==> config.mk <==
export PLATFORM = sky130hd
export DESIGN_NAME = cfg_mcast_bus
export DESIGN_NICKNAME = d
export VERILOG_FILES = /design/src/rtl/cfg_mcast_pkg.sv /design/src/rtl/cfg_mcast_master.sv /design/src/rtl/cfg_mcast_selector.sv /design/src/rtl/cfg_mcast_slave.sv /design/src/rtl/cfg_mcast_bus.sv
export SDC_FILE = /design/constraint.sdc
export NUM_CORES = 1
export LEC_CHECK = 0
export BUFFER_PORTS_ARGS = -buffer_cell sky130_fd_sc_hd__buf_2
export CAP_MARGIN = 20
export CORE_AREA = 10 10 380 382
export DETAILED_ROUTE_END_ITERATION = 6
export DIE_AREA = 0 0 390 392
export SLEW_MARGIN = 25
export SYNTH_ARGS = -nofsm -noshare
export SYNTH_HDL_FRONTEND = slang
export SYNTH_SLANG_ARGS = --single-unit
==> constraint.sdc <==
create_clock -name clk -period 1.6 [get_ports clk]
set_input_delay 0.08 -clock clk [delete_from_list [all_inputs] [get_ports clk]]
set_output_delay 0.08 -clock clk [all_outputs]
set_load 0.02 [all_outputs]
==> src/rtl/cfg_mcast_pkg.sv <==
package cfg_mcast_pkg;
  // Framing state of the master interface
  typedef enum logic {
    BUS_IDLE  = 1'b0,
    BUS_BURST = 1'b1
  } burst_st_e;
endpackage

==> src/rtl/cfg_mcast_master.sv <==
module cfg_mcast_master
  import cfg_mcast_pkg::*;
#(
  parameter int unsigned NP    = 4,
  parameter int unsigned DEPTH = 12,
  parameter int unsigned DW    = 26,
  parameter int unsigned AW    = 4,
  parameter int unsigned LW    = 4
) (
  input  logic          clk,
  input  logic          rst,
  input  logic          in_valid,
  output logic          in_ready,
  input  logic          in_first,
  input  logic [AW-1:0] in_addr,
  input  logic [LW-1:0] in_len,
  input  logic [DW-1:0] in_data,
  input  logic          sel_load,
  input  logic [NP-1:0] cur_mask,
  output logic          s1_vld,
  output logic [AW-1:0] s1_addr,
  output logic [DW-1:0] s1_data,
  output logic [NP-1:0] s1_mask,
  output logic          err_o
);
  // One spare bit so that an address running past the top is visible
  localparam int unsigned XW = AW + 1;

  logic          ready_q;
  burst_st_e     st_q;
  logic [LW-1:0] rem_q;
  logic [XW-1:0] nxt_q;
  logic [NP-1:0] bmask_q;
  logic          err_q;

  logic          acc;
  logic          len_ok;
  logic          live;
  logic          wr;
  logic [XW-1:0] baddr;
  logic [NP-1:0] bmask;

  assign in_ready = ready_q & ~sel_load;
  assign acc      = in_valid & in_ready;
  assign len_ok   = (in_len != '0) && (in_len <= LW'(DEPTH));

  // Resolve the target of the beat offered this cycle
  always_comb begin
    live  = 1'b0;
    baddr = nxt_q;
    bmask = bmask_q;
    if (acc && in_first) begin
      live  = len_ok;
      baddr = {1'b0, in_addr};
      bmask = cur_mask;
    end else if (acc && (st_q == BUS_BURST)) begin
      live  = 1'b1;
    end
  end

  assign wr = live && (baddr < XW'(DEPTH));

  // Stage 1 of the write pipeline and the error pulse
  always_ff @(posedge clk) begin
    if (rst) begin
      ready_q <= 1'b0;
      s1_vld  <= 1'b0;
      err_q   <= 1'b0;
    end else begin
      ready_q <= 1'b1;
      s1_vld  <= wr;
      err_q   <= acc & ~wr;
    end
  end

  always_ff @(posedge clk) begin
    s1_addr <= baddr[AW-1:0];
    s1_data <= in_data;
    s1_mask <= bmask;
  end

  // Burst framing: remaining beats, next entry, captured mask
  always_ff @(posedge clk) begin
    if (rst) begin
      st_q    <= BUS_IDLE;
      rem_q   <= '0;
      nxt_q   <= '0;
      bmask_q <= '0;
    end else if (acc) begin
      if (in_first) begin
        if (len_ok) begin
          st_q    <= (in_len > LW'(1)) ? BUS_BURST : BUS_IDLE;
          rem_q   <= in_len - LW'(1);
          nxt_q   <= {1'b0, in_addr} + XW'(1);
          bmask_q <= cur_mask;
        end else begin
          st_q    <= BUS_IDLE;
        end
      end else if (st_q == BUS_BURST) begin
        rem_q <= rem_q - LW'(1);
        nxt_q <= nxt_q + XW'(1);
        if (rem_q == LW'(1)) st_q <= BUS_IDLE;
      end
    end
  end

  assign err_o = err_q;

  // a continuation beat moves the next entry up by exactly one
  assert_addr_step_R3: assert property (@(posedge clk) disable iff (rst)
    (acc && !in_first && (st_q == BUS_BURST)) |=> (nxt_q == $past(nxt_q) + XW'(1)));

  // an error pulse always follows an accepted beat
  assert_err_follows_accept_R8: assert property (@(posedge clk) disable iff (rst)
    err_q |-> $past(acc));

  // the last counted beat closes the burst
  assert_burst_close_R9: assert property (@(posedge clk) disable iff (rst)
    (acc && !in_first && (st_q == BUS_BURST) && (rem_q == LW'(1))) |=> (st_q == BUS_IDLE));
endmodule

==> src/rtl/cfg_mcast_selector.sv <==
module cfg_mcast_selector #(
  parameter int unsigned NP   = 4,
  parameter int unsigned DW   = 26,
  parameter int unsigned AW   = 4,
  parameter int unsigned NSTG = 3
) (
  input  logic          clk,
  input  logic          rst,
  input  logic          sel_load,
  input  logic          sel_bcast,
  input  logic [NP-1:0] sel_mask,
  output logic [NP-1:0] cur_mask,
  input  logic          s1_vld,
  input  logic [AW-1:0] s1_addr,
  input  logic [DW-1:0] s1_data,
  input  logic [NP-1:0] s1_mask,
  output logic [NP-1:0] tgt_we,
  output logic [AW-1:0] tgt_addr,
  output logic [DW-1:0] tgt_data
);
  logic [NP-1:0] mask_q;
  logic          vld_d  [NSTG];
  logic [AW-1:0] addr_d [NSTG];
  logic [DW-1:0] data_d [NSTG];
  logic [NP-1:0] msk_d  [NSTG];

  // Runtime target mask
  always_ff @(posedge clk) begin
    if (rst)           mask_q <= '0;
    else if (sel_load) mask_q <= sel_bcast ? '1 : sel_mask;
  end
  assign cur_mask = mask_q;

  // Delay line that sets the fixed transfer latency
  always_ff @(posedge clk) begin
    if (rst) begin
      for (int k = 0; k < NSTG; k++) vld_d[k] <= 1'b0;
    end else begin
      vld_d[0] <= s1_vld;
      for (int k = 1; k < NSTG; k++) vld_d[k] <= vld_d[k-1];
    end
  end

  always_ff @(posedge clk) begin
    addr_d[0] <= s1_addr;
    data_d[0] <= s1_data;
    msk_d[0]  <= s1_mask;
    for (int k = 1; k < NSTG; k++) begin
      addr_d[k] <= addr_d[k-1];
      data_d[k] <= data_d[k-1];
      msk_d[k]  <= msk_d[k-1];
    end
  end

  // Fan-out decode, one enable per processor
  for (genvar p = 0; p < NP; p++) begin : g_dec
    assign tgt_we[p] = vld_d[NSTG-1] & msk_d[NSTG-1][p];
  end
  assign tgt_addr = addr_d[NSTG-1];
  assign tgt_data = data_d[NSTG-1];

  // a broadcast load gives an all-ones mask
  assert_bcast_all_R5: assert property (@(posedge clk) disable iff (rst)
    (sel_load && sel_bcast) |=> (mask_q == '1));

  // without a load strobe the mask holds
  assert_mask_hold_R6: assert property (@(posedge clk) disable iff (rst)
    !sel_load |=> $stable(mask_q));
endmodule

==> src/rtl/cfg_mcast_slave.sv <==
module cfg_mcast_slave #(
  parameter int unsigned DEPTH = 12,
  parameter int unsigned DW    = 26,
  parameter int unsigned AW    = 4
) (
  input  logic          clk,
  input  logic          rst,
  input  logic          we_in,
  input  logic [AW-1:0] addr_in,
  input  logic [DW-1:0] data_in,
  input  logic [AW-1:0] rd_addr,
  output logic [DW-1:0] rd_data
);
  logic          we_q;
  logic [AW-1:0] addr_q;
  logic [DW-1:0] data_q;
  logic [DW-1:0] mem [DEPTH];
  logic [DW-1:0] rd_q;

  // Last pipeline stage, local to the memory
  always_ff @(posedge clk) begin
    if (rst) we_q <= 1'b0;
    else     we_q <= we_in;
  end

  always_ff @(posedge clk) begin
    addr_q <= addr_in;
    data_q <= data_in;
  end

  // Simple dual-port memory, read-before-write
  always_ff @(posedge clk) begin
    if (we_q) mem[addr_q] <= data_q;
    rd_q <= (rd_addr < AW'(DEPTH)) ? mem[rd_addr] : '0;
  end

  assign rd_data = rd_q;

  // no write is ever aimed past the last entry
  assert_wr_in_range_R8: assert property (@(posedge clk) disable iff (rst)
    we_q |-> (addr_q < AW'(DEPTH)));
endmodule

==> src/rtl/cfg_mcast_bus.sv <==
module cfg_mcast_bus #(
  parameter int unsigned NP    = 4,
  parameter int unsigned DEPTH = 12,
  parameter int unsigned DW    = 26,
  parameter int unsigned LAT   = 5,
  localparam int unsigned AW   = (DEPTH > 1) ? $clog2(DEPTH) : 1,
  localparam int unsigned LW   = $clog2(DEPTH + 1)
) (
  input  logic             clk,
  input  logic             rst,
  input  logic             in_valid,
  output logic             in_ready,
  input  logic             in_first,
  input  logic [AW-1:0]    in_addr,
  input  logic [LW-1:0]    in_len,
  input  logic [DW-1:0]    in_data,
  input  logic             sel_load,
  input  logic             sel_bcast,
  input  logic [NP-1:0]    sel_mask,
  output logic             err_o,
  input  logic [NP*AW-1:0] rd_addr,
  output logic [NP*DW-1:0] rd_data
);
  // LAT counts master stage + delay line + slave stage; LAT must be 3 or more
  localparam int unsigned NSTG = LAT - 2;

  logic [NP-1:0] cur_mask;
  logic          s1_vld;
  logic [AW-1:0] s1_addr;
  logic [DW-1:0] s1_data;
  logic [NP-1:0] s1_mask;
  logic [NP-1:0] tgt_we;
  logic [AW-1:0] tgt_addr;
  logic [DW-1:0] tgt_data;

  cfg_mcast_master #(
    .NP(NP), .DEPTH(DEPTH), .DW(DW), .AW(AW), .LW(LW)
  ) u_master (
    .clk      (clk),
    .rst      (rst),
    .in_valid (in_valid),
    .in_ready (in_ready),
    .in_first (in_first),
    .in_addr  (in_addr),
    .in_len   (in_len),
    .in_data  (in_data),
    .sel_load (sel_load),
    .cur_mask (cur_mask),
    .s1_vld   (s1_vld),
    .s1_addr  (s1_addr),
    .s1_data  (s1_data),
    .s1_mask  (s1_mask),
    .err_o    (err_o)
  );

  cfg_mcast_selector #(
    .NP(NP), .DW(DW), .AW(AW), .NSTG(NSTG)
  ) u_sel (
    .clk       (clk),
    .rst       (rst),
    .sel_load  (sel_load),
    .sel_bcast (sel_bcast),
    .sel_mask  (sel_mask),
    .cur_mask  (cur_mask),
    .s1_vld    (s1_vld),
    .s1_addr   (s1_addr),
    .s1_data   (s1_data),
    .s1_mask   (s1_mask),
    .tgt_we    (tgt_we),
    .tgt_addr  (tgt_addr),
    .tgt_data  (tgt_data)
  );

  for (genvar p = 0; p < NP; p++) begin : g_slv
    cfg_mcast_slave #(
      .DEPTH(DEPTH), .DW(DW), .AW(AW)
    ) u_slv (
      .clk     (clk),
      .rst     (rst),
      .we_in   (tgt_we[p]),
      .addr_in (tgt_addr),
      .data_in (tgt_data),
      .rd_addr (rd_addr[p*AW +: AW]),
      .rd_data (rd_data[p*DW +: DW])
    );
  end
endmodule

After elaboration in Yosys (flattened, before gate mapping)
Memories as Yosys holds them, arrays and structs flattened. A register that Yosys moved wholly into a read port is not among the register bits.
Cells that the tools add are included.
Word-level totals
  bits in writable memories: 1353
  word-level logic and storage cells: 90
  register bits: 59
  bits of input ports: 60
  memories kept: 8
Memory list
  g_slv[0].u_slv.mem: words 12, bits a word 26, read ports 1, clocked after Yosys merged registers in 1, wr ports 1, line cfg_mcast_slave.sv:17  | logic [DW-1:0] mem [DEPTH];
  g_slv[1].u_slv.mem: words 12, bits a word 26, read ports 1, clocked after Yosys merged registers in 1, wr ports 1, line cfg_mcast_slave.sv:17
  g_slv[2].u_slv.mem: words 12, bits a word 26, read ports 1, clocked after Yosys merged registers in 1, wr ports 1, line cfg_mcast_slave.sv:17
  g_slv[3].u_slv.mem: words 12, bits a word 26, read ports 1, clocked after Yosys merged registers in 1, wr ports 1, line cfg_mcast_slave.sv:17
  u_sel.data_d: words 3, bits a word 26, read ports 3, clocked after Yosys merged registers in 1, wr ports 3, line cfg_mcast_selector.sv:24  | logic [DW-1:0] data_d [NSTG];
  u_sel.addr_d: words 3, bits a word 4, read ports 3, clocked after Yosys merged registers in 1, wr ports 3, line cfg_mcast_selector.sv:23  | logic [AW-1:0] addr_d [NSTG];
  2 more memories
Cells by class
  bitwise gates (word level): 12
  equality and inequality tests: 2
  reductions and logical operators: 12
  multiplexer cells: 30
  add/subtract/negate cells: 4
  order comparisons: 7
Operators with widths (number)
  1-bit two-way mux: 21
  4-bit two-way mux: 5
  5-bit two-way mux: 4
  4-bit less-than comparator (second input constant): 4
  4-bit by 1-bit subtractor with 4-bit output (second input constant): 2
  1-bit bitwise AND: 7
  3-bit AND reduction: 2
  4-bit by 1-bit adder with 5-bit output (second input constant): 1
  5-bit by 1-bit adder with 5-bit output (second input constant): 1
  5-bit by 4-bit less-than comparator with 1-bit output (second input constant): 1
  4-bit by 1-bit equality test with 1-bit output (second input constant): 1
  4-bit by 1-bit > comparator with 1-bit output (second input constant): 1
  4-bit <= comparator (second input constant): 1
  1-bit logical AND: 4
  1-bit zero test: 4
  4-bit nonzero test: 1
  1-bit bitwise OR: 3
  2-bit by 1-bit inequality test with 1-bit output (second input constant): 1
  1-bit NOT: 2
  2-bit nonzero test: 1

Logic depth before layout (Yosys ltp)
Gate-level depths: netlist (run 1).
  word-level depth: 9
  depth in mapped cells: 8
  depth with buffers taken out: 6

Modules after synthesis
From an unflattened synthesis (run 1), not the netlist that was laid out.
Unflattened totals
  cell total of the unflattened synthesis: 2628
  area total of the unflattened synthesis: 56317.8 um^2
By module, submodules not included
  cfg_mcast_slave (g_slv[2].u_slv ...): cells each 574, times used 2, area an instance 12991.2 um^2
  cfg_mcast_slave (g_slv[1].u_slv): cells each 574, times used 1, area an instance 13016.2 um^2
  cfg_mcast_slave (g_slv[0].u_slv): cells each 575, times used 1, area an instance 12972.4 um^2
  cfg_mcast_selector: cells each 159, times used 1, area an instance 2522.4 um^2
  cfg_mcast_master: cells each 172, times used 1, area an instance 1824.2 um^2

Worst setup path after synthesis (run 1)
OpenSTA, ideal clock, no wires.
  path type: reg-to-reg
  start: reg, netlist name g_slv[3].u_slv.addr_q[3]
  end: mem g_slv[0].u_slv.mem[4][0], enable pin
  cell stages (with the launch flop): 4
  setup time: 0.385 ns
  period minus slack after synthesis: 1.819 ns
  path buffers: 0
  path slack: -0.219 ns
  arrival time: 1.434 ns
  required time: 1.215 ns
  path through: dfxtp_1 -> nand2b_1 -> nor3_1 -> and2_1
RTL lines (line)
  end: declaration: cfg_mcast_slave.sv:17

==> results.ini, run 1 <==
[outcome]
outcome=finished, violations left
violations=setup timing

[worst_setup_path]
worstPathMaxFanout=8
reg2reg_from=g_slv[3].u_slv.addr_q[1]$_DFF_P_
path_class=flip-flop to flip-flop
cp-end-kind=flip-flop
start_kind=flip-flop
reg2reg_to=g_slv[2].u_slv.mem[4][16]$_DFFE_PP_
r2r_cells=5
r2r_slack_ns=-0.03
cp_data_required_time_ns=2.10
arrival_ns=2.13

[power]
vdd_drop_max_v=0.000776
powerDensity_nw_per_um2=1270
leakage_nw=23.1

[grt]
grt_usage_pct=16.3
antenna_found_initial=7
overflow=0
grt_pass1_wl_um=185000
grt_start_max_net_pins=49
grt_pass1_vias=27748

[clock_tree]
clockBufferDepth=3
cts_buffers=158
cts_num_sinks=1546
ctsHtreeMaxLevel=4
clock_latency_ns=0.79
cts_tree=yes
cts-root-buf=clkbuf_16
clk_pin_slew_worst_paths_ns=0.06

[finish]
multi_input_area_um2=10200
final-seq-area_um2=43500
finalCoreUtilization_pct=49.2
fill_cells=10950
drive_above_1_share_pct=34.2
fin_area_um2=67300
syn_to_final_growth_pct=23.8
layout.nets=3107

[drt]
drt-met1-wl_um=53600
wl_met2_um=64600
wire_per_inst_um=25.8
highest_layer=met4
drtIter0Drc=2197
vias=26170
first_pass_iters=7
ant_nets=0
via_per_inst=5.26
drc=0
drt_wl_total_um=129000
met3_length_um=8060

[hold_path]
worstHoldPathCells=4
worstHoldPathType=primary input to flip-flop
min-delay-start=rd_addr[12]
hold_end=g_slv[3].u_slv.rd_data[1]$_SDFF_PP0_

[placement]
hpwl_um=74500
gp_congestion=0.769
dpl_cell_area_um2=60200
port_buffers=165
dp_slack_ns=-0.114

[timing]
setup_ws_ns=-0.0262
period_minus_slack_ns=1.63
relSlewSlack_pct=34.1
rsz0062_at_grt=yes
setup-violations-final=28
finalMaxSlewViolations=0
fin_skew_ns=0.0354
final_hold_viol_count=0
period_share_pct=102
setup_tns_ns=-0.327
tightest_slew_ns=0.989
fmax_mhz=615

[logic_synthesis]
yosysUniqueCellTypes=44
yosysSeqAreaShare_pct=79.9
synth-async-reset-ratio_pct=0
synth_flop_cell=edfxtp_1
synth-seq-cells=1546
syn-cell-area_um2=54400
synth_edf_count=1248
synth_fp_nets=2557
synth.avg_cell_area_um2=21.8
synth_cells=2491
yosysWarnings=0

[floorplan]
die_area_um2=153000
die_w_um=390
rows=136
die_h_um=392
initial_utilization_pct=39.7
coreArea_um2=137000
pin_count=166

[run]
cap_violations=0

-- kinds of logic (layout without fill, tap and decap cells) --
logic type      after synthesis  in the layout  synth area share [%]
xor+xnor                      2              2                0.0322
simple gates                129            129                  1.36
buf+inv                     231            916                  1.71
other cells                   0              9                     0
mux                         427            427                  15.1
flops                      1546           1546                  79.9
compound gates              150            150                  1.77
fa+ha+maj                     6              6                 0.138
-- area by class of cell --
type	instances	area share, %
Antenna cell	9	0.0335
Multi-Input combinational cell	714	15.2
Sequential cell	1546	64.7
Clock buffer	210	6.35
Inverter	114	0.636
Tap cell	1794	3.34
Clock inverter	85	1.65
Timing Repair Buffer	507	8.10
-- power breakdown --
part           internal, mW  switching, mW  total, mW  leakage (nW)
Combinational          1.63           1.80       3.43          6.76
Clock                  22.1           15.5       37.7          2.60
Sequential             43.8          0.654       44.5          13.7
Total                  67.6           18.0       85.6          23.1
-- cells in the mapped netlist (all sizes together), types with 4 or more instances --
cell / number / area [um2]
and2: 53 / 332
nand2: 12 / 45.0
o21ai: 7 / 35.0
o31ai: 4 / 30.0
o22ai: 108 / 676
dfxtp: 298 / 5970
inv: 114 / 428
ha: 6 / 75.1
nand2b: 15 / 93.8
mux2i: 106 / 1060
nor2b: 5 / 31.3
edfxtp: 1248 / 37500
clkbuf: 74 / 278
mux2: 9 / 101
buf: 43 / 223
nor2: 17 / 63.8
mux4: 312 / 7030
nor3: 10 / 50.1
a21oi: 11 / 55.1
-- flip-flops by register name, summed over array words and instances (netlist names), 5 cells and up --
name                 cells
g_slv.u_slv.rd_data    104
g_slv.u_slv.mem       1248
u_master.s1_data        26
u_master.nxt_q           5
g_slv.u_slv.data_q      26
u_sel.data_d            78
u_sel.addr_d            12
u_sel.msk_d             12
-- worst max-delay path: stages, from the launching register on --
cell and delay [ns]:
dfxtp_4 0.37, buf_4 0.14, nor3_2 0.17, buf_4 0.18
and2_4 0.19, bufbuf_16 0.28
-- placed cells by master, fill, tap and decap left out, drive strengths merged, types with 4 or more instances in the layout --
cell         instances
edfxtp            1248
buf                402
mux4               312
dfxtp              298
clkbuf             228
inv                126
o22ai              108
mux2i              106
dlygate4sd3         86
and2                53
clkinv              45
bufinv              19
nor2                17
nand2b              15
nand2               12
a21oi               11
nor3                10
diode                9
clkinvlp             9
mux2                 9
o21ai                7
ha                   6
nor2b                5
o31ai                4
-- layer usage --
metal,up-vias,GRT usage (%)
met4,0,3.88
li1,11226,-
met3,175,3.18
met5,-,0
met1,13898,22.2
met2,871,27.0
-- repair_timing --
item,in CTS,in global routing
endpoints found under the setup margin,289,1116
pin swaps,2,4
setup buffers,2,3
cloned,1,24
hold buffers,86,0
hold endpoints to repair,160,0
resized for setup,26,59
-- worst max-delay path by stage --
stage,from,endpoint,slack [ns]
floorplan,in_len[0],u_master.nxt_q[4]$_SDFFE_PP0P_,0.04
global placement,in_len[0],u_master.nxt_q[4]$_SDFFE_PP0P_,-0.13
detailed placement,rd_addr[8],g_slv[2].u_slv.rd_data[2]$_SDFF_PP0_,-0.11
CTS,g_slv[3].u_slv.addr_q[2]$_DFF_P_,g_slv[0].u_slv.mem[8][23]$_DFFE_PP_,-0.03
global route,u_master.ready_q$_DFF_P_,u_master.nxt_q[3]$_SDFFE_PP0P_,-0.08
finish,g_slv[3].u_slv.addr_q[1]$_DFF_P_,g_slv[2].u_slv.mem[4][16]$_DFFE_PP_,-0.03
-- stage by stage --
| step | hold WS [ns] | cells | power, mW |
|---|---|---|---|
| 4_1_cts | 0.0189 | 4945 | 86.6 |
| 5_1_grt | 0.0548 | 4971 | 88.4 |
| 3_5_place_dp | 0.184 | 4561 | 48.7 |
| 2_1_floorplan | 0.108 | 2491 | 47.0 |
| 6_report | 0.0350 | 4979 | 85.6 |
| 3_3_place_gp | 0.182 | 4560 | 48.6 |
(Power assumes the default switching activity.)
==> run 2, diff against run 1 <==
--- a/config.mk
+++ b/config.mk
@@ -7,10 +7,11 @@
 export LEC_CHECK = 0
 export BUFFER_PORTS_ARGS = -buffer_cell sky130_fd_sc_hd__buf_2
 export CAP_MARGIN = 20
-export CORE_AREA = 10 10 380 382
+export CORE_AREA = 10 10 387 389
 export DETAILED_ROUTE_END_ITERATION = 6
-export DIE_AREA = 0 0 390 392
+export DIE_AREA = 0 0 397 399
 export SLEW_MARGIN = 25
 export SYNTH_ARGS = -nofsm -noshare
 export SYNTH_HDL_FRONTEND = slang
+export SYNTH_HIERARCHICAL = 1
 export SYNTH_SLANG_ARGS = --single-unit
==> run 2 against run 1 <==
  * The run still ends with setup timing left
  * Non-clock buffer count is 34 lower
  * Worst hold slack better by 0.016 ns
  * Cell area is 1.6% higher
  * Clock-buffer cell count is 17 higher
  * Sequential share of layout area is 1.5 points higher
  * Maximum frequency is 0.31% higher
  * Sequential cell count is 90 higher
  * Clock power hardly changed
  * Die area is 3.6% higher
  * Clock skew is 0.010 ns lower
  * Via count is 1.2% higher
  * Total power is 3.0% higher
==> results.ini, run 2 <==
[grt]
grt_usage_pct=16.3
grt_pass1_wl_um=189000
antenna_found_initial=22
grt_pass1_vias=27992
overflow=0
grt_start_max_net_pins=32

[floorplan]
die_h_um=399
die_w_um=397
coreArea_um2=142000
die_area_um2=158000
initial_utilization_pct=39.5
rows=139
pin_count=166

[power]
internal_power_mw=69.9
combPwrFrac_pct=3.8
power.switching_mw=18.2
seq_power_share_pct=53.2
switching_share_pct=20.7
vdd_drop_max_v=0.00106
powerDensity_nw_per_um2=1290
leakage_nw=23.1
pwr-share-clk_pct=43.0

[worst_setup_path]
r2r_slack_ns=-0.02
arrival_ns=2.11
path_class=flip-flop to flip-flop
reg2reg_from=g_slv[3].u_slv/addr_q[3]$_DFF_P_
start_kind=flip-flop
cp-end-kind=flip-flop
cp_data_required_time_ns=2.09
worstPathMaxFanout=13
r2r_cells=4
reg2reg_to=g_slv[3].u_slv/mem[2][16]$_DFFE_PP_

[clock_tree]
clk_pin_slew_worst_paths_ns=0.06
ctsHtreeMaxLevel=4
cts_num_sinks=1636
cts-root-buf=clkbuf_16
cts_buffers=162
cts_tree=yes
clockBufferDepth=3
clock_latency_ns=0.78

[run]
cap_violations=0

[drt]
wire_per_inst_um=25.0
first_pass_iters=6
drtIter0Drc=2315
ant_nets=0
via_per_inst=5.10
drt_wl_total_um=130000
vias=26475
drc=0

[hold_path]
min-delay-start=rd_addr[0]
worstHoldPathType=primary input to flip-flop
hold_end=g_slv[0].u_slv/rd_data[17]$_SDFF_PP0_
worstHoldPathCells=5

[finish]
layout.nets=3196
final_common_cell=edfxtp_1
top_register=g_slv.u_slv/mem
layout_common_cells=1248 x edfxtp_1, 378 x dfxtp_1, 296 x mux4_2
fill_cells=11468
finalCoreUtilization_pct=48.0
largest_register_ffs=1248
syn_to_final_growth_pct=21.3
drive_above_1_share_pct=31.0

[timing]
relSlewSlack_pct=27.3
fin_skew_ns=0.0254
setup_ws_ns=-0.0212
setup-violations-final=26
fmax_mhz=617
tightest_slew_ns=1.09
period_share_pct=101
final_hold_viol_count=0
rsz0062_at_grt=yes
finalMaxSlewViolations=0
period_minus_slack_ns=1.62

[placement]
dp_slack_ns=-0.0396
port_buffers=165
hpwl_um=75400
gp_congestion=0.746

[logic_synthesis]
yosysSeqAreaShare_pct=80.3
yosysWarnings=6
synth_flop_cell=edfxtp_1
syn-cell-area_um2=56300
synth-async-reset-ratio_pct=0
synth_cells=2628
netlist.area_leader.share_pct=66.5
yosysUniqueCellTypes=47
synth_fp_nets=2694
synth-seq-cells=1636
synth.avg_cell_area_um2=21.4
synth_commonest_cells=1248 x edfxtp_1, 388 x dfxtp_1, 296 x mux4_2
synth_area_leader_cell=edfxtp_1
ys_top_cells_by_area=edfxtp_1 67%, dfxtp_1 14%, mux4_2 12%
synth_edf_count=1248
synth_most_common_cell=edfxtp_1

[outcome]
outcome=finished, violations left
violations=setup timing

[run 2: area by class of cell]
| class | count | area [um2] | share of cell area, % |
|---|---|---|---|
| antenna | 17 | 42.5 | 0.0623 |
| clock buffer | 227 | 4670 | 6.83 |
| clock inverter | 78 | 766 | 1.12 |
| inverter | 111 | 417 | 0.610 |
| multi-input combinational | 746 | 10100 | 14.8 |
| sequential | 1636 | 45300 | 66.2 |
| tap | 1903 | 2380 | 3.49 |
| timing repair buffer | 473 | 4690 | 6.87 |
[run 2: timing repair]
item / CTS / global route
hold endpoints to repair: 141 / 0
buffers inserted: 5 / 3
endpoints found under the setup margin: 70 / 160
cloned: 2 / 8
hold buffers: 95 / 0
resized for setup: 7 / 9
pin swaps: 0 / 3
[run 2: metal layers]
layer  GRT usage (%)  wire (um)
met1            21.0      52300
met2            27.4      64700
met3            3.59       8880
met4            5.38       3810
met5               0          0
[run 2: critical path: stages (launching register included)]
cell,delay (ns)
dfxtp_2,0.33
or3b_4,0.43
buf_12,0.15
nor2_4,0.18
clkbuf_16,0.24
[run 2: how the worst max path moves through the flow]
stage                                     start                                    end  cells after the start
3_3_place_gp                         rd_addr[0]  g_slv[0].u_slv/rd_data[11]$_SDFF_PP0_                      4
2_1_floorplan  g_slv[0].u_slv/addr_q[3]$_DFF_P_     g_slv[0].u_slv/mem[0][0]$_DFFE_PP_                      2
4_1_cts          g_slv[2].u_slv/we_q$_SDFF_PP0_    g_slv[2].u_slv/mem[0][14]$_DFFE_PP_                      3
6_report       g_slv[3].u_slv/addr_q[3]$_DFF_P_    g_slv[3].u_slv/mem[2][16]$_DFFE_PP_                      4
5_1_grt          g_slv[3].u_slv/we_q$_SDFF_PP0_     g_slv[3].u_slv/mem[2][6]$_DFFE_PP_                      4
3_5_place_dp                          in_len[0]         u_master/rem_q[3]$_SDFFE_PP0P_                      8
[run 2: cell families after synthesis]
kind of cell             after synthesis  synth area share (%)
AO/OA/AOI/OAI                        244                  2.72
AND/OR/NAND/NOR                      166                  1.52
adder cells (fa/ha/maj)                6                 0.133
multiplexers                         327                  12.9
flip-flops                          1636                  80.3
buffers and inverters                246                  2.37
XOR/XNOR                               3                0.0467
[run 2: stage by stage]
stage | setup TNS [ns] | std cells | hold slack (ns) | power [mW] | instance area (um2)
6_report | -0.294 | 5191 | 0.0512 | 88.1 | 68300
5_1_grt | -1.49 | 5178 | 0.0441 | 91.1 | 68300
4_1_cts | -0.399 | 5163 | 0.00476 | 89.1 | 68000
3_5_place_dp | -0.0589 | 4756 | 0.185 | 51.1 | 61500
3_3_place_gp | -0.541 | 4756 | 0.183 | 51.0 | 61500
2_1_floorplan | -152.93 | 2628 | 0.108 | 49.5 | 56700
[run 2: power by group through the flow]
stage | logic [mW] | clock network (mW) | registers, mW
floorplan | 1.69 | 0 | 47.8
global placement | 3.22 | 0 | 47.7
detailed placement | 3.26 | 0 | 47.8
CTS | 3.45 | 38.7 | 46.9
global route | 3.64 | 40.5 | 47.0
finish | 3.38 | 37.9 | 46.9
